===== src/rtl/atx_pkg.sv =====
package atx_pkg;
  localparam int WORD_W = 32;
  localparam int SMP_W  = 24;
  localparam int HALF_W = 16;

  localparam int REG_CTRL = 'h04;
  localparam int REG_STAT = 'h08;
  localparam int REG_DATA = 'h0c;
  localparam int REG_CNT  = 'h30;

  localparam int B_FLUSH = 0;
  localparam int B_REQEN = 4;
  localparam int B_WIDE  = 5;
  localparam int B_MONO  = 6;
  localparam int B_TRIG  = 8;
  localparam int B_CLR   = 21;
  localparam int B_PAD   = 24;
  localparam int B_HOLD  = 26;
  localparam int B_RATE  = 29;

  localparam logic [WORD_W-1:0] CTRL_MASK = 32'hE560_3F70;

  function automatic logic [SMP_W-1:0] widen(input logic [WORD_W-1:0] w,
                                             input logic wide, input logic rep);
    logic [HALF_W-1:0] s;
    s = w[HALF_W-1:0];
    if (wide) return w[WORD_W-1:WORD_W-SMP_W];
    else if (rep) return {s, s[HALF_W-1:HALF_W-(SMP_W-HALF_W)]};
    else return {s, {(SMP_W-HALF_W){1'b0}}};
  endfunction
endpackage


===== src/rtl/atx_fifo.sv =====
module atx_fifo #(
  parameter int DEPTH = 64,
  parameter int W     = 32,
  localparam int AW   = $clog2(DEPTH),
  localparam int CW   = $clog2(DEPTH + 1)
) (
  input  logic          clk,
  input  logic          rst_n,
  input  logic          flush,
  input  logic          push,
  input  logic [W-1:0]  wdata,
  input  logic [1:0]    pop_n,
  output logic [W-1:0]  head0,
  output logic [W-1:0]  head1,
  output logic [CW-1:0] count
);
  logic [W-1:0]  mem [DEPTH];
  logic [AW-1:0] wr_q, wr_d, rd_q, rd_d;
  logic [CW-1:0] cnt_q, cnt_d;

  always_comb begin
    wr_d  = wr_q;
    rd_d  = rd_q;
    cnt_d = cnt_q;
    if (flush) begin
      rd_d  = wr_q;
      cnt_d = '0;
    end else begin
      if (push) wr_d = wr_q + AW'(1);
      rd_d  = rd_q + AW'(pop_n);
      cnt_d = cnt_q + CW'(push) - CW'(pop_n);
    end
  end

  always_ff @(posedge clk or negedge rst_n) begin
    if (!rst_n) begin
      wr_q  <= '0;
      rd_q  <= '0;
      cnt_q <= '0;
    end else begin
      wr_q  <= wr_d;
      rd_q  <= rd_d;
      cnt_q <= cnt_d;
    end
  end

  always_ff @(posedge clk) begin
    if (push) mem[wr_q] <= wdata;
  end

  assign head0 = mem[rd_q];
  assign head1 = mem[rd_q + AW'(1)];
  assign count = cnt_q;
endmodule


===== src/rtl/atx_frame.sv =====
module atx_frame
  import atx_pkg::*;
#(
  parameter int CW = 7
) (
  input  logic              clk,
  input  logic              rst_n,
  input  logic              tick,
  input  logic              flush,
  input  logic              mono,
  input  logic              wide,
  input  logic              rep,
  input  logic              hold_last,
  input  logic [CW-1:0]     count,
  input  logic [WORD_W-1:0] head0,
  input  logic [WORD_W-1:0] head1,
  output logic [1:0]        pop_n,
  output logic [SMP_W-1:0]  left,
  output logic [SMP_W-1:0]  right
);
  logic             avail;
  logic             upd;
  logic [SMP_W-1:0] l_q, l_d, r_q, r_d;

  // a frame needs one word (mono) or two (stereo); flush forces underrun
  assign avail = !flush && (mono ? (count >= CW'(1)) : (count >= CW'(2)));
  assign pop_n = (tick && avail) ? (mono ? 2'd1 : 2'd2) : 2'd0;
  // underrun with hold keeps the previous pair
  assign upd   = tick && (avail || !hold_last);

  always_comb begin
    l_d = l_q;
    r_d = r_q;
    if (avail) begin
      l_d = widen(head0, wide, rep);
      r_d = mono ? widen(head0, wide, rep) : widen(head1, wide, rep);
    end else begin
      l_d = '0;
      r_d = '0;
    end
  end

  always_ff @(posedge clk or negedge rst_n) begin
    if (!rst_n) begin
      l_q <= '0;
      r_q <= '0;
    end else if (upd) begin
      l_q <= l_d;
      r_q <= r_d;
    end
  end

  assign left  = l_q;
  assign right = r_q;
endmodule


===== src/rtl/atx_dreq.sv =====
module atx_dreq #(
  parameter int CW     = 7,
  parameter int TRIG_W = 6,
  parameter int CLR_W  = 2
) (
  input  logic              clk,
  input  logic              rst_n,
  input  logic              en,
  input  logic [TRIG_W-1:0] trig,
  input  logic [CLR_W-1:0]  clr,
  input  logic [CW-1:0]     free,
  output logic              req
);
  logic          req_q, req_d;
  logic [CW-1:0] drop_thr;

  // clear codes 0..3 map to 2, 4, 8, 16 free slots
  assign drop_thr = CW'(2) << clr;

  always_comb begin
    if (!en)                   req_d = 1'b0;
    else if (free < drop_thr)  req_d = 1'b0;
    else if (free > CW'(trig)) req_d = 1'b1;
    else                       req_d = req_q;
  end

  always_ff @(posedge clk or negedge rst_n) begin
    if (!rst_n) req_q <= 1'b0;
    else        req_q <= req_d;
  end

  assign req = req_q;
endmodule


===== src/rtl/atx_tx_path.sv =====
module atx_tx_path
  import atx_pkg::*;
#(
  parameter int DEPTH  = 64,
  parameter int ADDR_W = 8,
  localparam int CW    = $clog2(DEPTH + 1)
) (
  input  logic              clk,
  input  logic              rst_n,
  input  logic              bus_we,
  input  logic [ADDR_W-1:0] bus_addr,
  input  logic [WORD_W-1:0] bus_wdata,
  output logic [WORD_W-1:0] bus_rdata,
  input  logic              frame_tick,
  output logic              dma_req,
  output logic [SMP_W-1:0]  left_smp,
  output logic [SMP_W-1:0]  right_smp,
  output logic [2:0]        rate_sel
);
  logic [WORD_W-1:0] ctrl_q, ctrl_d, cnt_q, cnt_d;
  logic [WORD_W-1:0] head0, head1;
  logic [CW-1:0]     fifo_count, free;
  logic [1:0]        pop_n;
  logic              wr_ctrl, wr_data, wr_cnt, flush, push;

  assign wr_ctrl = bus_we && (bus_addr == ADDR_W'(REG_CTRL));
  assign wr_data = bus_we && (bus_addr == ADDR_W'(REG_DATA));
  assign wr_cnt  = bus_we && (bus_addr == ADDR_W'(REG_CNT));
  assign flush   = wr_ctrl && bus_wdata[B_FLUSH];
  // writes into a full queue are dropped
  assign push    = wr_data && (fifo_count < CW'(DEPTH));
  assign free    = CW'(DEPTH) - fifo_count;

  always_comb begin
    ctrl_d = ctrl_q;
    if (wr_ctrl) ctrl_d = bus_wdata & CTRL_MASK;
  end

  // clear wins over increment
  always_comb begin
    cnt_d = cnt_q;
    if (wr_cnt)          cnt_d = '0;
    else if (frame_tick) cnt_d = cnt_q + 1'b1;
  end

  always_ff @(posedge clk or negedge rst_n) begin
    if (!rst_n) begin
      ctrl_q <= '0;
      cnt_q  <= '0;
    end else begin
      ctrl_q <= ctrl_d;
      cnt_q  <= cnt_d;
    end
  end

  atx_fifo #(.DEPTH(DEPTH), .W(WORD_W)) u_fifo (
    .clk(clk), .rst_n(rst_n), .flush(flush), .push(push), .wdata(bus_wdata),
    .pop_n(pop_n), .head0(head0), .head1(head1), .count(fifo_count)
  );

  atx_frame #(.CW(CW)) u_frame (
    .clk(clk), .rst_n(rst_n), .tick(frame_tick), .flush(flush),
    .mono(ctrl_q[B_MONO]), .wide(ctrl_q[B_WIDE]), .rep(ctrl_q[B_PAD]),
    .hold_last(ctrl_q[B_HOLD]), .count(fifo_count), .head0(head0), .head1(head1),
    .pop_n(pop_n), .left(left_smp), .right(right_smp)
  );

  atx_dreq #(.CW(CW), .TRIG_W(6), .CLR_W(2)) u_dreq (
    .clk(clk), .rst_n(rst_n), .en(ctrl_q[B_REQEN]),
    .trig(ctrl_q[B_TRIG +: 6]), .clr(ctrl_q[B_CLR +: 2]), .free(free), .req(dma_req)
  );

  always_comb begin
    bus_rdata = '0;
    if (bus_addr == ADDR_W'(REG_CTRL))      bus_rdata = ctrl_q;
    else if (bus_addr == ADDR_W'(REG_STAT)) bus_rdata = {8'h00, 16'(free), 7'h00, (fifo_count == '0)};
    else if (bus_addr == ADDR_W'(REG_CNT))  bus_rdata = cnt_q;
  end

  assign rate_sel = ctrl_q[B_RATE +: 3];
endmodule


===== config.mk =====
export PLATFORM = sky130hd
export DESIGN_NAME = atx_tx_path
export DESIGN_NICKNAME = d
export VERILOG_FILES = /design/src/rtl/atx_pkg.sv /design/src/rtl/atx_fifo.sv /design/src/rtl/atx_frame.sv /design/src/rtl/atx_dreq.sv /design/src/rtl/atx_tx_path.sv
export SDC_FILE = /design/constraint.sdc
export NUM_CORES = 2
export LEC_CHECK = 0
export ABC_CLOCK_PERIOD_IN_PS = 6400
export BUFFER_PORTS_ARGS = -buffer_cell sky130_fd_sc_hd__buf_2
export CAP_MARGIN = 0
export CORE_MARGIN = 1
export CORE_UTILIZATION = 33
export DETAILED_ROUTE_END_ITERATION = 8
export SETUP_SLACK_MARGIN = 0.4
export SYNTH_ARGS = -nofsm -noshare
export SYNTH_HDL_FRONTEND = slang
export SYNTH_SLANG_ARGS = --single-unit

===== constraint.sdc =====
create_clock -name clk -period 6.4 [get_ports clk]
set_clock_uncertainty 0.1 [all_clocks]
set_input_delay 1.28 -clock clk [delete_from_list [all_inputs] [get_ports clk]]
set_output_delay 1.28 -clock clk [all_outputs]
set_load 0.005 [all_outputs]

### Yosys cells after proc, flatten, opt, wreduce, memory -nomap -nowiden

Memory sizes are Yosys's and may differ from the RTL's.
Index checks and enable logic that the tools add are counted.

| storage, ports and cells | value |
|---|---|
| output and inout bits | 84 |
| memories | 1 |
| register bits | 116 |
| memory bits (writable) | 2,048 |
| word-level logic and storage cells | 64 |
| input port bits | 44 |

Memories:

| name | depth | bits a word | read ports | clocked after memory_dff | write ports | line | RTL |
|---|---|---|---|---|---|---|---|
| u_fifo.mem | 64 | 32 | 2 | 0 | 1 | atx_fifo.sv:17 | `logic [W-1:0] mem [DEPTH];` |

| operators by class | value |
|---|---|
| order comparisons | 5 |
| bitwise logic cells | 1 |
| mux-type cells | 22 |
| shifts and indexed selects | 1 |
| equal/unequal tests | 5 |
| reductions and logical operators | 14 |
| add/sub/neg operators | 7 |

Operator list:

| kind | number |
|---|---|
| $mux 32 | 5 |
| $mux 24 | 5 |
| $add 32x1->32 const B | 1 |
| $eq 8x4->1 const B | 2 |
| $mux 8 | 2 |
| $add 6x1->6 const B | 2 |
| $eq 8x3->1 const B | 1 |
| $eq 8x6->1 const B | 1 |
| $logic_and 1x1->1 | 8 |
| $add 7x1->7 | 1 |
| $ge 7x1->1 const B | 1 |
| $ge 7x2->1 const B | 1 |
| $gt 7x6->1 | 1 |
| $logic_not 7->1 | 1 |
| $lt 7x7->1 | 1 |
| $lt 7x7->1 const B | 1 |
| $mux 7 | 1 |
| $shl 2x2->7 const A | 1 |
| $sub 7x2->7 | 1 |
| $sub 7x7->7 const A | 1 |
| $add 6x2->6 | 1 |
| $mux 1 | 6 |
| $mux 6 | 1 |
| $mux 2 | 2 |
| 6 further kinds | 7 |

### Logic depth before layout (Yosys ltp)

| logic depth | value |
|---|---|
| depth after elaboration | 9 |
| gate-level depth with buffers | 18 |
| gate-level depth less buffers | 18 |

### By module

From an unflattened synthesis, not the netlist that was laid out.

| unflattened totals | value |
|---|---|
| cell total of the unflattened synthesis | 5,682 |
| area total of the unflattened synthesis | 101,891.5 um2 |

Modules (own cells, without submodules):

| module | seq. area each (um2) | times used | area an instance (um2) | cells each |
|---|---|---|---|---|
| atx_fifo | 61,974.4 | 1 | 96,055.9 | 5,125 |
| atx_tx_path | 1,201.2 | 1 | 2,846.5 | 297 |
| atx_frame | 1,201.2 | 1 | 2,675.1 | 226 |
| atx_dreq | 25.0 | 1 | 314.1 | 34 |

### Worst setup path after synthesis

No wires, ideal clock.

| timing path | value |
|---|---|
| kind | input -> register |
| from | input port bus_addr[1] |
| to | memory u_fifo.mem[63][0], enable pin |
| setup slack | 1.307 ns |
| required time | 5.879 ns |
| setup time | 0.421 ns |
| buffers on the path | 2 |
| arrival time | 4.572 ns |
| stages | 8 |
| cell sequence | or4_1 > buf_2 > or4_4 > nor3_4 > and2_2 > nand3_1 > buf_2 > nor2_1 |

| on the way | value |
|---|---|
| word-level cells in the longest chain between the ends | 5 |

Ends and longest elaborated chain:

| item | line | RTL |
|---|---|---|
| from (decl) | atx_tx_path.sv:11 | `input logic [ADDR_W-1:0] bus_addr,` |
| $eq 8x4->1 | atx_tx_path.sv:27 | `assign wr_data = bus_we && (bus_addr == ADDR_W'(REG_DATA));` |
| $logic_and 1x1->1 | atx_tx_path.sv:27 |  |
| $logic_and 1x1->1 | atx_tx_path.sv:31 | `assign push = wr_data && (fifo_count < CW'(DEPTH));` |
| $mux 1 | atx_fifo.sv:48 | `if (push) mem[wr_q] <= wdata;` |
| $mux 1 (implied by the code) | atx_fifo.sv:48 |  |
| to (decl) | atx_fifo.sv:17 |  |

Every way passes these cells.

### Worst setup path after layout

| timing path | value |
|---|---|
| from | input port bus_addr[1] |
| to | output port bus_rdata[8] |

| on the way | value |
|---|---|
| word-level cells in the longest chain between the ends | 4 |
| elaborated cells between the ends (all ways) | 6 |
| those cells by class | eq/ne: 3; mux: 3 |

Ends and longest elaborated chain:

| item | line | RTL |
|---|---|---|
| $eq 8x6->1 | atx_tx_path.sv:77 | `else if (bus_addr == ADDR_W'(REG_CNT)) bus_rdata = cnt_q;` |
| $mux 32 | atx_tx_path.sv:77 |  |
| $mux 32 | atx_tx_path.sv:76 | `else if (bus_addr == ADDR_W'(REG_STAT)) bus_rdata = {8'h00, 16'(free), 7'h00, (fifo_count == '0)};` |
| $mux 32 (*) | atx_tx_path.sv:75 | `if (bus_addr == ADDR_W'(REG_CTRL)) bus_rdata = ctrl_q;` |
| to (decl) | atx_tx_path.sv:13 | `output logic [WORD_W-1:0] bus_rdata,` |

Mark *: on every way between the ends. The rest lies on a longest branch, timed or not.

==> tab_implementation.tex <==
\begin{tabular}{lr}
\hline
Metric & Value \\
\hline
\multicolumn{2}{l}{\textbf{Run status}} \\
Result of the run & complete, no violations \\
\multicolumn{2}{l}{\textbf{Die}} \\
Total die area & just over 0.3 mm² \\
Horizontal die dimension & 555 µm \\
I/O pin count & 128 \\
Initial cell density of the core & 0.333 \\
Placeable Area & a little over 0.3 mm² \\
Overall die height & $\sim$560 µm \\
Number of core rows & 202 \\
\multicolumn{2}{l}{\textbf{Global route}} \\
Wire length of the first global-routing pass & 493000 µm \\
Antenna violations before repair & 37 \\
Pin count of the biggest net entering global routing & 114 \\
GRT Overall Usage & 0.231 \\
Vias in the first global route & around 58000 \\
Aggregate global routing overflow & 0 \\
\multicolumn{2}{l}{\textbf{Route}} \\
Post-route ant nets & 0 \\
First DRT Iteration DRCs & roughly 9900 \\
Number of iterations in the first detailed-routing pass & 6 \\
Number of remaining DRC errors & 0 \\
WL per Instance & 38.1 µm \\
Total number of vias & $\sim$60000 \\
Wire length after detailed routing & 362000 µm \\
Vias per std cell & between 6 and 7 \\
\multicolumn{2}{l}{\textbf{Pwr}} \\
Total Power Consumption & 58.4 mW \\
Worst VDD drop & 849 µV \\
Leakage component of the power & 36.3 nW \\
Pwr per Cell Area & just over 500 mW/mm² \\
\multicolumn{2}{l}{\textbf{Clock tree}} \\
Cell at the root of the clock tree & sky130\_fd\_sc\_hd\_\_clkbuf\_16 \\
Clock Sinks & 2164 \\
Number of buffers inserted to repair setup after CTS & 0 \\
CTS Hold Buffers Added & 0 \\
H-tree levels & 4 \\
CTS clk-pin slew, worst paths & $\sim$0.07 ns \\
Inserted Clock Buffers & 220 \\
Clock Tree Buf Depth & 3 \\
CTS tree & yes \\
Resize count post-CTS & 0 \\
Clock latency on the worst-skew pair & 0.89 ns \\
\multicolumn{2}{l}{\textbf{Synthesis}} \\
Synthesis-stage register bit count & 2164 \\
Count of unique library cells instantiated by Yosys & 84 \\
Syn nets & 5072 \\
Instance count of the mapped netlist & about 5000 \\
Proportion of synthesized chip area in sequential cells & 0.637 \\
Share of synthesized flip-flops with an asynchronous set or reset & 0.0536 \\
Count of warnings emitted by yosys & 0 \\
Leading register cell type out of synthesis & sky130\_fd\_sc\_hd\_\_edfxtp\_1 \\
Post-synth EDFFs & 2048 \\
Synth Cell Area & 0.101 mm² \\
Mapped Avg Cell Area & 20.2 µm² \\
\multicolumn{2}{l}{\textbf{STA}} \\
Number of failing setup endpoints in the final timing report & 0 \\
Maximum frequency from static timing analysis & 0.200 GHz \\
Final critical-path required period & between 5 and 6 ns \\
Setup\_tns & 0 ns \\
Share of the clock period used by the worst path after layout & 0.783 \\
Worst setup slack after layout & approximately 1.4 ns \\
Worst Hold Margin & 0.301 ns \\
Number of hold violations in the final report & 0 \\
Fin. max-slew vios & 0 \\
Unrepaired setup endpoints after global routing & false \\
Relative max-transition margin & 0.0414 \\
Actual slew at the worst max-slew pin & 1.43 ns \\
\multicolumn{2}{l}{\textbf{Layout}} \\
Commonest non-fill, non-tap cell in the layout & sky130\_fd\_sc\_hd\_\_edfxtp\_1 \\
Final instance area & 0.115 mm² \\
Fraction of layout cells with a size suffix above 1 & 0.373 \\
Core utilization of the finished layout & 0.380 \\
Nets & about 5300 \\
Most used cells in the layout excluding fill and tap cells & sky130\_fd\_sc\_hd\_\_edfxtp\_1, sky130\_fd\_sc\_hd\_\_mux4\_2, sky130\_fd\_sc\_hd\_\_clkbuf\_16 \\
Non-Filler Instances & 9503 \\
Layout Area Growth over Synthesis & 14.2\% \\
\multicolumn{2}{l}{\textbf{Placement}} \\
Port Buffers & 127 \\
Pre-CTS setup slack & about 1.1 ns \\
Detailed-placement wirelength estimate & 240000 µm \\
Dpl cell area & 0.108 mm² \\
RePlAce Congestion & 0.954 \\
Placed cell count & 9077 \\
\multicolumn{2}{l}{\textbf{Worst hold path}} \\
Hold Path Class & primary input to asynchronous set/reset pin \\
\multicolumn{2}{l}{\textbf{Worst setup path}} \\
Crit. End Element & output port \\
Endpoint required time on the critical path & about 5 ns \\
Kind of critical path & primary input to output port \\
CP max FO & 14 \\
Element type at the critical path start & primary input \\
Endpoint arrival time on the critical path & 3.63 ns \\
\multicolumn{2}{l}{\textbf{Flow run}} \\
Max-cap violations & 0 \\
\hline
\end{tabular}
## logic make-up (layout without fill, tap and decap cells)
family	count (synthesis)	count (layout)	share of synthesized area
AOI/OAI and AO/OA	487	487	0.0355
xor gates and xnor gates	50	50	0.00433
buffers and inverters	401	816	0.0231
and+or+nand+nor	537	537	0.0258
muxes	1321	1321	0.270
other	0	14	0
adders and majority gates	34	34	0.00436
DFF	2164	2164	0.637
## cell usage after synthesis (12+ instances only)
cell type / count / area (µm²)
sky130_fd_sc_hd__xor2_1: 18 / 158
sky130_fd_sc_hd__nand2_1: 147 / 552
sky130_fd_sc_hd__clkbuf_1: 85 / 319
sky130_fd_sc_hd__nor3_1: 18 / 90.1
sky130_fd_sc_hd__buf_4: 108 / 811
sky130_fd_sc_hd__buf_1: 19 / 71.3
sky130_fd_sc_hd__dfrtp_1: 116 / 2900
sky130_fd_sc_hd__o22ai_1: 46 / 288
sky130_fd_sc_hd__o221ai_1: 24 / 210
sky130_fd_sc_hd__buf_2: 127 / 636
sky130_fd_sc_hd__ha_1: 32 / 400
sky130_fd_sc_hd__mux2i_1: 144 / 1440
sky130_fd_sc_hd__and3_1: 14 / 87.6
sky130_fd_sc_hd__edfxtp_1: 2048 / 61500
sky130_fd_sc_hd__o21ai_1: 15 / 75.1
sky130_fd_sc_hd__nor2b_1: 22 / 138
sky130_fd_sc_hd__and2_1: 28 / 175
sky130_fd_sc_hd__o21ai_0: 40 / 200
sky130_fd_sc_hd__xnor2_1: 32 / 280
sky130_fd_sc_hd__or3_1: 12 / 75.1
sky130_fd_sc_hd__a22oi_1: 75 / 563
sky130_fd_sc_hd__a21oi_1: 69 / 345
sky130_fd_sc_hd__o211ai_1: 21 / 158
sky130_fd_sc_hd__buf_6: 35 / 394
sky130_fd_sc_hd__a211oi_1: 25 / 188
sky130_fd_sc_hd__a32oi_1: 13 / 114
sky130_fd_sc_hd__nand2b_1: 32 / 200
sky130_fd_sc_hd__mux4_2: 1115 / 25100
sky130_fd_sc_hd__a221oi_1: 21 / 184
sky130_fd_sc_hd__a221o_1: 22 / 220
sky130_fd_sc_hd__inv_1: 27 / 101
sky130_fd_sc_hd__a22o_1: 35 / 307
sky130_fd_sc_hd__mux2_2: 61 / 687
sky130_fd_sc_hd__nor2_1: 158 / 593
sky130_fd_sc_hd__nand3_1: 42 / 210
## cell type report
class	instances	area (µm²)
clock inverters	148	1640
well taps	4080	5100
clock buffers	264	5760
multi-input cells	2429	35000
fillers	27400	188000
inverters	27	101
flip-flops and latches	2164	64400
repair buffers	377	3330
diodes	14	35.0
## registers in the layout (all words and copies together), names as in the netlist
signal and count:
cnt_q 32, ctrl_q 16, u_dreq.req 1, u_fifo.count 7, u_fifo.mem 2048, u_fifo.rd_q 6
u_fifo.wr_q 6, u_frame.left 24, u_frame.right 24
## power breakdown
group | internal, mW | switching (mW)
Clock | 7.58 | 5.78
Sequential | 15.7 | 0.675
Combinational | 11.7 | 17.0
## routing by layer
layer	share of wire	vias to the layer above	GRT usage	wire length, µm
met3	0.14	614	0.0791	50000
met4	0.038	18	0.0784	13700
met2	0.44	4508	0.342	160000
li1	-	22200	-	-
met5	0.00033	-	0	118
met1	0.38	32800	0.316	138000
## worst paths after layout
| kind | end | slack [ns] | cells past startpoint | startpoint |
|---|---|---|---|---|
| max in group asynchronous | u_fifo.rd_q[4] | 4.44 | 2 | rst_n |
| min in group clk | u_frame.left[3] | 0.39 | 2 | u_frame.left[3] |
| worst max-delay path | bus_rdata[8] | 1.39 | 8 | bus_addr[1] |
| worst max register to register | u_frame.right[14] | 1.42 | 9 | u_fifo.rd_q[0] |
| worst min-delay path | cnt_q[12] | 0.30 | 1 | rst_n |
| worst min register to register | u_frame.left[3] | 0.39 | 2 | u_frame.left[3] |
## worst max-delay path, cell delays in order
cell	delay [ns]
sky130_fd_sc_hd__buf_2	0.10
sky130_fd_sc_hd__or4_1	0.69
sky130_fd_sc_hd__nor2_1	0.22
sky130_fd_sc_hd__nand2_1	0.13
sky130_fd_sc_hd__nor2_1	0.70
sky130_fd_sc_hd__a222oi_1	0.27
sky130_fd_sc_hd__inv_1	0.12
sky130_fd_sc_hd__buf_2	0.12
Note: power is estimated with default switching activity, not from simulation.
